--- src/rtl/crs_pkg.sv ---
package crs_pkg;

    typedef enum logic [2:0] {
        OP_NONE     = 3'd0,
        OP_CALL_ABS = 3'd1,
        OP_CALL_IND = 3'd2,
        OP_CALL_REL = 3'd3,
        OP_RET      = 3'd4,
        OP_RETI     = 3'd5,
        OP_PUSH     = 3'd6,
        OP_POP      = 3'd7
    } crs_op_e;

    typedef enum logic [3:0] {
        ST_IDLE,
        ST_PUSH_LO,
        ST_PUSH_HI,
        ST_PUSH_EXT,
        ST_POP_EXT,
        ST_POP_HI,
        ST_POP_LO,
        ST_PUSH_REG,
        ST_POP_REG
    } crs_state_e;

    typedef enum logic [1:0] {
        SP_HOLD,
        SP_DEC,
        SP_INC,
        SP_LOAD
    } sp_act_e;

    function automatic logic is_call(crs_op_e op);
        return (op == OP_CALL_ABS) || (op == OP_CALL_IND) || (op == OP_CALL_REL);
    endfunction

endpackage

--- src/rtl/crs_sp_reg.sv ---
module crs_sp_reg
    import crs_pkg::*;
#(
    parameter int             SP_W    = 16,
    parameter logic [SP_W-1:0] SP_INIT = 16'h08FF
) (
    input  logic            clk,
    input  logic            rst_n,
    input  sp_act_e         act,
    input  logic [SP_W-1:0] load_val,
    output logic [SP_W-1:0] sp_q,
    output logic [SP_W-1:0] sp_up
);

    localparam logic [SP_W-1:0] ONE = SP_W'(1);

    always_ff @(posedge clk or negedge rst_n) begin
        if (!rst_n) begin
            sp_q <= SP_INIT;
        end else begin
            unique case (act)
                SP_DEC:  sp_q <= sp_q - ONE;
                SP_INC:  sp_q <= sp_q + ONE;
                SP_LOAD: sp_q <= load_val;
                default: sp_q <= sp_q;
            endcase
        end
    end

    assign sp_up = sp_q + ONE;

endmodule

--- src/rtl/crs_target_gen.sv ---
module crs_target_gen
    import crs_pkg::*;
#(
    parameter int PC_W     = 22,
    parameter int NARROW_W = 16,
    parameter int PTR_W    = 16,
    parameter int OFF_W    = 12
) (
    input  crs_op_e          op,
    input  logic             wide,
    input  logic [PC_W-1:0]  pc_next,
    input  logic [PC_W-1:0]  abs_target,
    input  logic [PTR_W-1:0] ind_ptr,
    input  logic [7:0]       ind_ext,
    input  logic [OFF_W-1:0] rel_off,
    output logic [PC_W-1:0]  ret_addr,
    output logic [PC_W-1:0]  call_target
);

    localparam int EXT_W = PC_W - PTR_W;
    localparam logic [PC_W-1:0] NARROW_MASK =
        {{(PC_W-NARROW_W){1'b0}}, {NARROW_W{1'b1}}};

    logic [PC_W-1:0] rel_ext;
    logic [PC_W-1:0] rel_sum;
    logic [PC_W-1:0] ind_full;
    logic [PC_W-1:0] raw_target;
    logic            unused_ext;

    assign rel_ext  = {{(PC_W-OFF_W){rel_off[OFF_W-1]}}, rel_off};
    assign rel_sum  = pc_next + rel_ext;
    assign ind_full = wide ? {ind_ext[EXT_W-1:0], ind_ptr}
                           : {{EXT_W{1'b0}}, ind_ptr};
    assign unused_ext = ^ind_ext[7:EXT_W];

    always_comb begin
        unique case (op)
            OP_CALL_IND: raw_target = ind_full;
            OP_CALL_REL: raw_target = rel_sum;
            default:     raw_target = abs_target;
        endcase
    end

    assign call_target = wide ? raw_target : (raw_target & NARROW_MASK);
    assign ret_addr    = wide ? pc_next    : (pc_next & NARROW_MASK);

endmodule

--- src/rtl/callret_stack_unit.sv ---
module callret_stack_unit
    import crs_pkg::*;
#(
    parameter int              PC_W     = 22,
    parameter int              NARROW_W = 16,
    parameter int              SP_W     = 16,
    parameter int              PTR_W    = 16,
    parameter int              OFF_W    = 12,
    parameter logic [SP_W-1:0] SP_INIT  = 16'h08FF
) (
    input  logic             clk,
    input  logic             rst_n,
    input  logic             wide_mode,
    input  logic [2:0]       cmd_op,
    input  logic [PC_W-1:0]  pc_next,
    input  logic [PC_W-1:0]  abs_target,
    input  logic [PTR_W-1:0] ind_ptr,
    input  logic [7:0]       ind_ext,
    input  logic [OFF_W-1:0] rel_off,
    input  logic [7:0]       push_data,
    input  logic             sp_load,
    input  logic [SP_W-1:0]  sp_wdata,
    output logic             mem_we,
    output logic             mem_re,
    output logic [SP_W-1:0]  mem_addr,
    output logic [7:0]       mem_wdata,
    input  logic [7:0]       mem_rdata,
    output logic [SP_W-1:0]  sp,
    output logic             busy,
    output logic             done,
    output logic             pc_load,
    output logic [PC_W-1:0]  pc_out,
    output logic             ie_set,
    output logic [7:0]       pop_data
);

    localparam int EXT_W = PC_W - 16;
    localparam int HI_W  = PC_W - 8;
    localparam logic [PC_W-1:0] NARROW_MASK =
        {{(PC_W-NARROW_W){1'b0}}, {NARROW_W{1'b1}}};

    crs_state_e      state_q, state_d;
    crs_op_e         op_in, op_q;
    sp_act_e         sp_act;
    logic            wide_q;
    logic [PC_W-1:0] ret_q, tgt_q;
    logic [PC_W-1:0] ret_addr, call_target;
    logic [7:0]      push_q;
    logic [HI_W-1:0] pop_acc;
    logic [PC_W-1:0] ret_pc;
    logic [SP_W-1:0] sp_up;
    logic            accept;
    logic            finish;

    assign op_in  = crs_op_e'(cmd_op);
    assign accept = (state_q == ST_IDLE) && (op_in != OP_NONE);

    crs_sp_reg #(
        .SP_W    (SP_W),
        .SP_INIT (SP_INIT)
    ) u_sp (
        .clk      (clk),
        .rst_n    (rst_n),
        .act      (sp_act),
        .load_val (sp_wdata),
        .sp_q     (sp),
        .sp_up    (sp_up)
    );

    crs_target_gen #(
        .PC_W     (PC_W),
        .NARROW_W (NARROW_W),
        .PTR_W    (PTR_W),
        .OFF_W    (OFF_W)
    ) u_tgt (
        .op          (op_in),
        .wide        (wide_mode),
        .pc_next     (pc_next),
        .abs_target  (abs_target),
        .ind_ptr     (ind_ptr),
        .ind_ext     (ind_ext),
        .rel_off     (rel_off),
        .ret_addr    (ret_addr),
        .call_target (call_target)
    );

    // State register
    always_ff @(posedge clk or negedge rst_n) begin
        if (!rst_n) state_q <= ST_IDLE;
        else        state_q <= state_d;
    end

    // Next-state logic
    always_comb begin
        state_d = state_q;
        unique case (state_q)
            ST_IDLE: begin
                if (accept) begin
                    if (is_call(op_in))                       state_d = ST_PUSH_LO;
                    else if (op_in == OP_RET || op_in == OP_RETI)
                        state_d = wide_mode ? ST_POP_EXT : ST_POP_HI;
                    else if (op_in == OP_PUSH)                state_d = ST_PUSH_REG;
                    else                                      state_d = ST_POP_REG;
                end
            end
            ST_PUSH_LO:  state_d = ST_PUSH_HI;
            ST_PUSH_HI:  state_d = wide_q ? ST_PUSH_EXT : ST_IDLE;
            ST_PUSH_EXT: state_d = ST_IDLE;
            ST_POP_EXT:  state_d = ST_POP_HI;
            ST_POP_HI:   state_d = ST_POP_LO;
            ST_POP_LO:   state_d = ST_IDLE;
            ST_PUSH_REG: state_d = ST_IDLE;
            ST_POP_REG:  state_d = ST_IDLE;
            default:     state_d = ST_IDLE;
        endcase
    end

    // Memory port and pointer action by state
    always_comb begin
        mem_we    = 1'b0;
        mem_re    = 1'b0;
        mem_wdata = 8'h00;
        finish    = 1'b0;
        unique case (state_q)
            ST_PUSH_LO: begin
                mem_we    = 1'b1;
                mem_wdata = ret_q[7:0];
            end
            ST_PUSH_HI: begin
                mem_we    = 1'b1;
                mem_wdata = ret_q[15:8];
                finish    = !wide_q;
            end
            ST_PUSH_EXT: begin
                mem_we    = 1'b1;
                mem_wdata = {{(8-EXT_W){1'b0}}, ret_q[PC_W-1:16]};
                finish    = 1'b1;
            end
            ST_PUSH_REG: begin
                mem_we    = 1'b1;
                mem_wdata = push_q;
                finish    = 1'b1;
            end
            ST_POP_EXT, ST_POP_HI: mem_re = 1'b1;
            ST_POP_LO, ST_POP_REG: begin
                mem_re = 1'b1;
                finish = 1'b1;
            end
            default: ;
        endcase
        if (mem_we)                             sp_act = SP_DEC;
        else if (mem_re)                        sp_act = SP_INC;
        else if (state_q == ST_IDLE && sp_load) sp_act = SP_LOAD;
        else                                    sp_act = SP_HOLD;
    end

    assign mem_addr = mem_re ? sp_up : sp;
    assign busy     = (state_q != ST_IDLE);
    assign ret_pc   = {pop_acc, mem_rdata};

    // Command latch, pop accumulator and completion outputs
    always_ff @(posedge clk or negedge rst_n) begin
        if (!rst_n) begin
            op_q     <= OP_NONE;
            wide_q   <= 1'b0;
            ret_q    <= '0;
            tgt_q    <= '0;
            push_q   <= 8'h00;
            pop_acc  <= '0;
            done     <= 1'b0;
            pc_load  <= 1'b0;
            ie_set   <= 1'b0;
            pc_out   <= '0;
            pop_data <= 8'h00;
        end else begin
            done    <= finish;
            pc_load <= 1'b0;
            ie_set  <= 1'b0;
            if (accept) begin
                op_q    <= op_in;
                wide_q  <= wide_mode;
                ret_q   <= ret_addr;
                tgt_q   <= call_target;
                push_q  <= push_data;
                pop_acc <= '0;
            end else if (mem_re) begin
                pop_acc <= {pop_acc[HI_W-9:0], mem_rdata};
            end
            if (finish) begin
                if (is_call(op_q)) begin
                    pc_load <= 1'b1;
                    pc_out  <= tgt_q;
                end else if (op_q == OP_RET || op_q == OP_RETI) begin
                    pc_load <= 1'b1;
                    pc_out  <= wide_q ? ret_pc : (ret_pc & NARROW_MASK);
                    ie_set  <= (op_q == OP_RETI);
                end else if (op_q == OP_POP) begin
                    pop_data <= mem_rdata;
                end
            end
        end
    end

endmodule

--- config.mk ---
export PLATFORM = sky130hd
export DESIGN_NAME = callret_stack_unit
export DESIGN_NICKNAME = d
export VERILOG_FILES = /design/src/rtl/crs_pkg.sv /design/src/rtl/crs_sp_reg.sv /design/src/rtl/crs_target_gen.sv /design/src/rtl/callret_stack_unit.sv
export SDC_FILE = /design/constraint.sdc
export NUM_CORES = 1
export LEC_CHECK = 0
export BUFFER_PORTS_ARGS = -buffer_cell sky130_fd_sc_hd__buf_2
export CAP_MARGIN = 25
export CORE_UTILIZATION = 40
export CTS_CLUSTER_SIZE = 24
export DETAILED_ROUTE_END_ITERATION = 10
export REMOVE_ABC_BUFFERS = 1
export SYNTH_ARGS = -nofsm -noshare
export SYNTH_HDL_FRONTEND = slang
export SYNTH_HIERARCHICAL = 1
export SYNTH_SLANG_ARGS = --single-unit
--- constraint.sdc ---
create_clock -name clk -period 5 [get_ports clk]
set_input_delay 0.75 -clock clk [delete_from_list [all_inputs] [get_ports clk]]
set_output_delay 0.75 -clock clk [all_outputs]
set_load 0.02 [all_outputs]
==> results.toml, run 1 <==
[critical_path]
required_ns = 4.25
critPathMaxStageDelay_ns = 0.66
worst_path_dominant_cell_family = "buffers and inverters"
critPathMaxFanout = 32
criticalPathCategory = "reg -> out"
path_cells = "nor4b_2, nor3_2, buf_4, inv_1, buf_4, nand2_1, nand2_1, buf_2"
cp-end-kind = "output port"
timing.critical_path.buf_inv = 4
cp_data_arrival_time_ns = 3.00
startpoint_type = "flip-flop"
cp_slowest_cell = "dfrtp_1"

[clocking]
insertion_delay_ns = 0.41
cts.clk_slew.worst_paths_ns = 0.06
cts_inserted_buffers = 17
cts.sinks = 123
cts_setup_buffers = 0
clk_path_buf_depth = 2
cts-htree-levels = 4
cts_hold_buffers = 0
cts.root.buffer_cell = "clkbuf_16"
cts_tree = "yes"
cts_resized = 0

[timing]
min_period_ns = 3.749
slew_viol_final = 0
rsz0062_at_grt = "false"
min_period_over_period_pct = 74.97
tightestPinTransition_ns = 0.9663
setup_tns_ns = 0
maxSlewHeadroom_pct = 35.43
fmax_mhz = 266.8
finClkSkew_ns = 0.008442
finalHoldViolations = 0
finalSetupViolCount = 0

[drt]
drtIter0Drc = 487
viasPerCell = 5.392
routed_wl_um = 23050
wl_per_cell_um = 17.48
vias = 7112
drc = 0
drt-pass1-iter-count = 5
ant_nets = 0

[synth]
synth.most_common_cell = "nand2_1"
postSynthCellCount = 886
ys.flop_type = "dfrtp_1"
async_flop_share_pct = 100.0
synth_top_cell_by_area = "dfrtp_1"
synth_top_cells_by_count = "nand2_1 (154), dfrtp_1 (114), mux2_2 (97), a21oi_1 (54), o21ai_0 (40)"
yosys_register_bits = 123
syn_avg_cell_area_um2 = 9.418
synth_area_leaders = "dfrtp_1 (34%), mux2_2 (13%), nand2_1 (6.9%)"
netlist-cell-type-count = 93
netlist.area_leader.share_pct = 34.19
synth_seq_area_share_pct = 37.02
ys_warn_count = 6
netlist_area_mm2 = 0.008344
synth_edf_count = 0

[finish]
seq_area_mm2 = 0.003089
finalNetCount = 1178
stdcell_area_mm2 = 0.009897
n_fill_cell = 1956
syn_to_final_growth_pct = 18.61
drive_gt1_share_pct = 35.34
stdcell_count = 1319
multi_input_area_mm2 = 0.004778

[floorplan]
die_x_um = 146.4
core_region_area_mm2 = 0.02036
fp-row-count = 52
io_pins = 195
start_util_pct = 40.97
fp.dieArea_mm2 = 0.02144
dieHeight_um = 146.4

[min_path]
min_path_type = "in -> async"

[placement]
dpl_cell_area_mm2 = 0.009328
io_buffers = 192
dp_hpwl_um = 17040
numPlacedInstances = 1286
gp_congestion = 0.8630

[global_route]
grt_pass1_vias = 6728
grt_remaining_overflow = 0
grtUsageTotal_pct = 22.34
grt_first_pass_wirelength_um = 37610
antenna_found_initial = 1
grt_max_degree = 54

[pwr]
p_per_area_mw_per_mm2 = 657.4
ir_worst_vdd_uv = 368.5
leakagePower_nw = 4.503

[flow_run]
drv_cap = 0

[run_status]
run_status = "finished clean"
==> final cells by class <==
class | count | share of cell area [%]
inverter | 19 | 0.7206
antenna | 2 | 0.05057
tap | 270 | 3.413
clock inverter | 10 | 0.9482
multi-input combinational | 672 | 48.28
timing repair buffer | 202 | 10.62
sequential | 123 | 31.21
clock buffer | 21 | 4.753
==> per-layer routing <==
metal | share of wire [%] | GRT usage, % | vias to the layer above
met1 | 48 | 32.53 | 3438
met4 | 0.97 | 5.521 | 0
met3 | 5.8 | 4.844 | 13
met5 | 0 | 0 | -
met2 | 45 | 33.50 | 201
li1 | - | - | 3460
==> worst reg2reg max path, cell delays in order (launching register included) <==
cell and delay [ns]:
dfrtp_1 0.66, nor4_2 0.58, nand2_1 0.15, nand2b_1 0.63, buf_4 0.33, nand4bb_2 0.24
o311ai_0 0.45, nand3_1 0.12, a31o_2 0.23
==> path summary, 6_finish.rpt <==
check / startpoint / end / slack [ns] / depth (start not counted)
min reg2reg: tgt_q[14] / tgt_q[14] / 0.48 / 1
max in group asynchronous: rst_n / tgt_q[16] / 3.63 / 2
min in group clk: tgt_q[14] / tgt_q[14] / 0.48 / 1
max reg2reg: state_q[1] / u_sp/sp_q[8] / 1.51 / 8
max: state_q[1] / mem_addr[8] / 1.25 / 8
min: rst_n / pop_acc[7] / 0.37 / 1
==> cells by family (layout without fill, tap and decap cells) <==
logic type      Yosys count  after routing  share of synthesized area (%)
buf+inv                  91            252                          5.773
fa+ha+maj                24             24                          3.689
mux                     116            116                          15.43
flops                   123            123                          37.02
xor+xnor                 36             36                          3.779
other cells               0              2                              0
compound gates          185            185                          15.26
simple gates            311            311                          19.04
==> flip-flops by register name, indices dropped and copies added, names as in the netlist, 3 cells and up <==
name,cells
op_q,3
pc_out,22
pop_acc,14
pop_data,8
push_q,8
ret_q,22
state_q,4
tgt_q,22
u_sp/sp_q,16
==> cells in the final DEF (no fill, tap or decap), drive strengths merged, types with 15 or more instances in the layout <==
cell and count:
inv 18, nand2 155, nand3 19, o21ai 46, a21oi 55, mux2i 15
xor2 18, dfrtp 114, xnor2 18, buf 202, mux2 101, nor3 20
ha 23, nor2 28, clkbuf 21
==> report_power, final <==
group,switching (W),leakage (nW),internal [W],total [W]
clock network,0.000444,0.271,0.000718,0.00116
registers,0.000501,1.50,0.00151,0.00201
logic,0.00191,2.73,0.00143,0.00334
==> stage by stage <==
step | util (%) | setup slack, ns | hold WS, ns | power, W
after global routing | 48.57 | 0.9961 | 0.4251 | 0.006994
after detailed placement | 45.80 | 1.573 | 0.4740 | 0.005370
final | 48.60 | 1.251 | 0.3691 | 0.006506
after CTS | 48.57 | 1.230 | 0.3958 | 0.006558
after global placement | 45.80 | 1.592 | 0.4660 | 0.005313
after floorplan | - | 0.4136 | 0.4522 | 0.004275
No activity file was read; power rests on OpenSTA's default activity.
==> run 2: changes to the inputs <==
ABC_AREA = 1   (was unset)
clock period = 3.8 ns   (was 5 ns; I/O delays follow)
==> run 2 against run 1 <==
Area after synthesis rose by 5.5%. First-iteration DRC count fell by 1.4%. Sequential power rose by 22%. Clock skew barely moved. Highest routed layer unchanged. Count of clock-buffer cells in the layout fell by 2. Routed wire length rose by 15%. Critical endpoint is now mem_addr[9]. Non-clock buffer count fell by 2. Clock power rose by 46%. Combinational power rose by 37%. Synthesized cell count rose by 51%. Critical path depth rose by 1.
==> results.toml, run 2 <==
[critical_path]
criticalPathCategory = "reg -> out"
cp-end-kind = "output port"
required_ns = 3.23
r2r_cells = 14
cp_data_arrival_time_ns = 2.53
r2r-end = "u_sp/sp_q[8]"
startpoint_type = "flip-flop"
critPathMaxFanout = 31
rr_startpoint = "state_q[3]"
rrSetupSlack_ns = 1.11

[finish]
drive_gt1_share_pct = 21.00
final_cell_mix = "nand2_1 (574), buf_2 (191), inv_1 (134)"
finalNetCount = 1635
n_fill_cell = 2186
reg_top3 = "pc_out: 22 flops, ret_q: 22 flops, tgt_q: 22 flops"
syn_to_final_growth_pct = 18.22
final_common_cell = "nand2_1"
num_antenna_cells = 0
multi_input_area_mm2 = 0.004757
seq_area_mm2 = 0.003089
final_util_pct = 48.89
stdcell_area_mm2 = 0.01041

[floorplan]
start_util_pct = 41.36
dieHeight_um = 150.4
core_region_area_mm2 = 0.02129
fp.dieArea_mm2 = 0.02261
fp-row-count = 53
die_x_um = 150.4
io_pins = 195

[global_route]
grt_pass1_vias = 8148
antenna_found_initial = 0
grt_max_degree = 124
grtUsageTotal_pct = 24.23
grt_first_pass_wirelength_um = 41870
grt_remaining_overflow = 0

[clocking]
cts_resized = 0
clk_path_buf_depth = 2
cts_setup_buffers = 0
insertion_delay_ns = 0.43
cts.root.buffer_cell = "clkbuf_16"
cts.sinks = 123
cts_hold_buffers = 0
cts-htree-levels = 4
cts_tree = "yes"
cts_inserted_buffers = 17
cts.clk_slew.worst_paths_ns = 0.06

[timing]
fmax_mhz = 322.3
slew_viol_final = 0
rsz0062_at_grt = "false"
finalHoldViolations = 0
setup_tns_ns = 0
maxSlewHeadroom_pct = 40.56
tightestPinTransition_ns = 0.8883
finClkSkew_ns = 0.008452
finalSetupViolCount = 0
min_period_over_period_pct = 81.66
min_period_ns = 3.103
holdWs_ns = 0.2001

[run_status]
run_status = "finished clean"

[placement]
gp_congestion = 0.8896
dp_hpwl_um = 19440
io_buffers = 192
dpl_cell_area_mm2 = 0.009763

[synth]
ys.flop_type = "dfrtp_1"
synth_area_leaders = "dfrtp_1 (32%), nand2_1 (24%), inv_1 (5.7%)"
netlist_area_mm2 = 0.008803
synth_top_cell_by_area = "dfrtp_1"
yosys_register_bits = 123
netlist.area_leader.share_pct = 32.40
async_flop_share_pct = 100.0
synth_top_cells_by_count = "nand2_1 (574), inv_1 (134), dfrtp_1 (114), nand3_1 (96), nor2_1 (72)"
ys_warn_count = 6
synth_seq_area_share_pct = 35.09
netlist-cell-type-count = 47
synth.most_common_cell = "nand2_1"
syn_avg_cell_area_um2 = 6.589
synth_edf_count = 0
postSynthCellCount = 1336

[min_path]
min_path_type = "in -> async"

[drt]
ant_nets = 0
drc = 0
viasPerCell = 4.908
vias = 8736
routed_wl_um = 26500
wl_per_cell_um = 14.88
drtIter0Drc = 480
drt-pass1-iter-count = 7

[pwr]
p_per_area_mw_per_mm2 = 837.7
leakagePower_nw = 5.693
ir_worst_vdd_uv = 453.5

[flow_run]
drv_cap = 0
## run 2: area by class of cell
class | count | share of cell area (%)
multi-input cells | 1003 | 45.71
clock inverters | 13 | 1.503
clock buffers | 19 | 4.352
well taps | 275 | 3.306
repair buffers | 200 | 10.15
inverters | 147 | 5.302
flip-flops and latches | 123 | 29.68
## run 2: cell families after synthesis
| logic type | share of synthesized area, % |
|---|---|
| XOR/XNOR | 0.7817 |
| adder cells (fa/ha/maj) | 3.496 |
| flip-flops | 35.09 |
| buffers and inverters | 10.92 |
| AO/OA/AOI/OAI | 9.537 |
| AND/OR/NAND/NOR | 40.18 |
## run 2: how the worst max path moves through the flow
stage | startpoint | to | slack [ns] | cells past startpoint
final | state_q[3] | mem_addr[9] | 0.70 | 9
after global routing | state_q[3] | mem_addr[6] | 0.47 | 9
after CTS | state_q[3] | mem_addr[9] | 0.65 | 9
after detailed placement | state_q[3] | mem_addr[9] | 1.11 | 9
after global placement | state_q[3] | mem_addr[9] | 1.14 | 9
after floorplan | state_q[1] | u_sp/sp_q[8] | 1.04 | 13
## run 2: metrics by stage
stage / worst slack [ns] / power [W] / instances
4_1_cts: 0.6512 / 0.008738 / 1778
3_5_place_dp: 1.115 / 0.007017 / 1746
3_3_place_gp: 1.144 / 0.006949 / 1746
6_report: 0.6970 / 0.008718 / 1780
2_1_floorplan: 1.042 / 0.005488 / 1273
5_1_grt: 0.4680 / 0.009460 / 1780
## run 2: report_power, final
part,internal (W),total (W),switching (W)
clock network,0.00102,0.00169,0.000677
logic,0.00142,0.00457,0.00315
registers,0.00194,0.00246,0.000512
total,0.00438,0.00872,0.00434
## run 2: critical path, stage by stage, from the launching register on
cell and delay, ns:
dfrtp_1 0.43, inv_1 0.13, nor2_1 0.06, nand2_2 0.09
nand3_2 0.51, inv_2 0.18, buf_4 0.35, nand2_1 0.08
nand2_1 0.06, buf_2 0.17
## run 2: layer usage
metal	wire length, um	share of wire, %	GRT usage [%]
met1	11630	44	31.06
met2	12970	49	41.80
met3	1364	5.1	3.333
met4	521	2.0	7.879
met5	0	0	0
==> run 3: changes to the inputs <==
ABC_AREA = 0   (was 1)
clock period = 2.5 ns   (was 3.8 ns; I/O delays follow)
==> run 3 against run 2 <==
The run now ends with setup timing left. Count of clock-buffer cells in the layout up 1. Non-clock buffer count up 97. Combinational power up 88%. Critical endpoint is now mem_addr[12]. Sequential share of layout area down 1.9 points. Sequential power up 53%. Setup slack worse by 0.74 ns.
==> results.toml, run 3 (same netlist as run 1, synthesis figures left out) <==
[clocking]
clk_path_buf_depth = 2
cts_tree = "yes"
cts.root.buffer_cell = "clkbuf_16"
cts.clk_slew.worst_paths_ns = 0.06
cts.sinks = 123
cts_inserted_buffers = 17
insertion_delay_ns = 0.42
cts-htree-levels = 4

[placement]
dpl_cell_area_mm2 = 0.009843
gp_congestion = 0.8619
io_buffers = 192
dp_hpwl_um = 18140

[critical_path]
rrSetupSlack_ns = 0.14
cp_data_arrival_time_ns = 2.16
cp-end-kind = "output port"
startpoint_type = "flip-flop"
rr_startpoint = "state_q[2]"
r2r-end = "u_sp/sp_q[11]"
critPathMaxFanout = 4
r2r_cells = 9
criticalPathCategory = "reg -> out"
required_ns = 2.12

[pwr]
leakagePower_nw = 5.156
p_per_area_mw_per_mm2 = 1341
ir_worst_vdd_uv = 683.5

[floorplan]
io_pins = 195
start_util_pct = 40.97
fp.dieArea_mm2 = 0.02144
die_x_um = 146.4
dieHeight_um = 146.4
core_region_area_mm2 = 0.02036
fp-row-count = 52

[finish]
n_fill_cell = 1827
reg_top3 = "pc_out: 22 flops, ret_q: 22 flops, tgt_q: 22 flops"
num_antenna_cells = 0
syn_to_final_growth_pct = 33.71
final_util_pct = 54.79
finalNetCount = 1273
stdcell_area_mm2 = 0.01116
final_common_cell = "buf_2"
drive_gt1_share_pct = 43.48
final_cell_mix = "buf_2 (176), nand2_1 (149), dfrtp_1 (108)"

[timing]
rsz0062_at_grt = "true"
tightestPinTransition_ns = 0.6408
finClkSkew_ns = 0.007733
slew_viol_final = 0
maxSlewHeadroom_pct = 57.28
fmax_mhz = 394.0
min_period_over_period_pct = 101.5
finalWorstSetupSlack_ns = -0.03838
holdWs_ns = 0.1845
min_period_ns = 2.538
finalHoldViolations = 0
finalSetupViolCount = 3

[global_route]
grt_pass1_vias = 7484
grt_remaining_overflow = 0
grt_max_degree = 46
grtUsageTotal_pct = 23.49
grt_first_pass_wirelength_um = 39530
antenna_found_initial = 0

[drt]
wl_per_cell_um = 17.53
ant_nets = 0
routed_wl_um = 24780
drt-pass1-iter-count = 5
drc = 0
drtIter0Drc = 386
vias = 7587
viasPerCell = 5.369

[min_path]
hp-start = "push_data[0]"
min_to = "push_q[0]"
min_path_type = "in -> reg"
worstHoldPathCells = 2

[run_status]
violations = "setup timing"
run_status = "finished, violations left"

[flow_run]
drv_cap = 0
run 3: cell count changes in the layout (fill, tap and decap cells not counted), moves of 29 or more:
cell and change:
nor2_1 -51, o21ai_0 -29, mux2_2 +97, buf_4 +86, nand2_1 -425, inv_1 -117, nand3_1 -79, a21oi_1 +32
run 3: layout make-up:
cell class / instances / area [um^2] / share of cell area, %
clock buffer: 20 / 436.7 / 3.914
clock inverter: 12 / 172.7 / 1.548
inverter: 19 / 78.83 / 0.7065
multi-input combinational: 672 / 5024 / 45.03
sequential: 123 / 3097 / 27.76
tap: 270 / 337.8 / 3.028
timing repair buffer: 297 / 2011 / 18.02
run 3: critical path, stage by stage, from the launching register on:
cell and delay, ns:
dfstp_2 0.61, ha_4 0.18, nand4_4 0.14, buf_4 0.19, nor4_4 0.20, xor2_1 0.17, nand2_1 0.06, nand2_1 0.06
buf_4 0.13
run 3: what timing repair did:
item	CTS	global route
hold buffers	1	0
setup buffers	21	9
setup endpoints to repair	17	25
hold endpoints to repair	41	0
gates cloned	0	2
gates resized for setup	35	61
pin swaps	8	17
run 3: how the worst max path moves through the flow:
stage / start / to / slack [ns] / cells after the start
after floorplan: state_q[1] / u_sp/sp_q[12] / -1.78 / 8
after global routing: u_sp/sp_q[1] / mem_addr[13] / -0.13 / 8
final: u_sp/sp_q[1] / mem_addr[12] / -0.04 / 8
after global placement: pc_next[0] / tgt_q[16] / -0.04 / 12
after detailed placement: pc_next[0] / tgt_q[12] / -0.08 / 11
after CTS: u_sp/sp_q[1] / mem_addr[13] / 0.0002 / 8
run 3: metrics by stage:
| stage | TNS (ns) | setup slack (ns) | total power, W | instances |
|---|---|---|---|---|
| after detailed placement | -0.2426 | -0.07841 | 0.01121 | 1348 |
| after CTS | 0 | 0.0001692 | 0.01436 | 1402 |
| after global placement | -0.1274 | -0.04047 | 0.01110 | 1348 |
| after global routing | -0.8567 | -0.1262 | 0.01589 | 1413 |
| final | -0.06562 | -0.03838 | 0.01497 | 1413 |
| after floorplan | -87.88 | -1.782 | 0.008550 | 814 |
run 3: per-layer routing:
layer	vias up	share of wire (%)	track usage (%)
met4	0	2.5	8.958
met5	-	0	0
met1	3701	48	32.46
met3	42	3.9	4.125
met2	189	46	36.60
li1	3655	-	-
run 3: where the power goes:
part,internal (W),total [W],switching [W]
logic,0.00398,0.00860,0.00462
registers,0.00302,0.00377,0.000752
clock network,0.00166,0.00259,0.000926
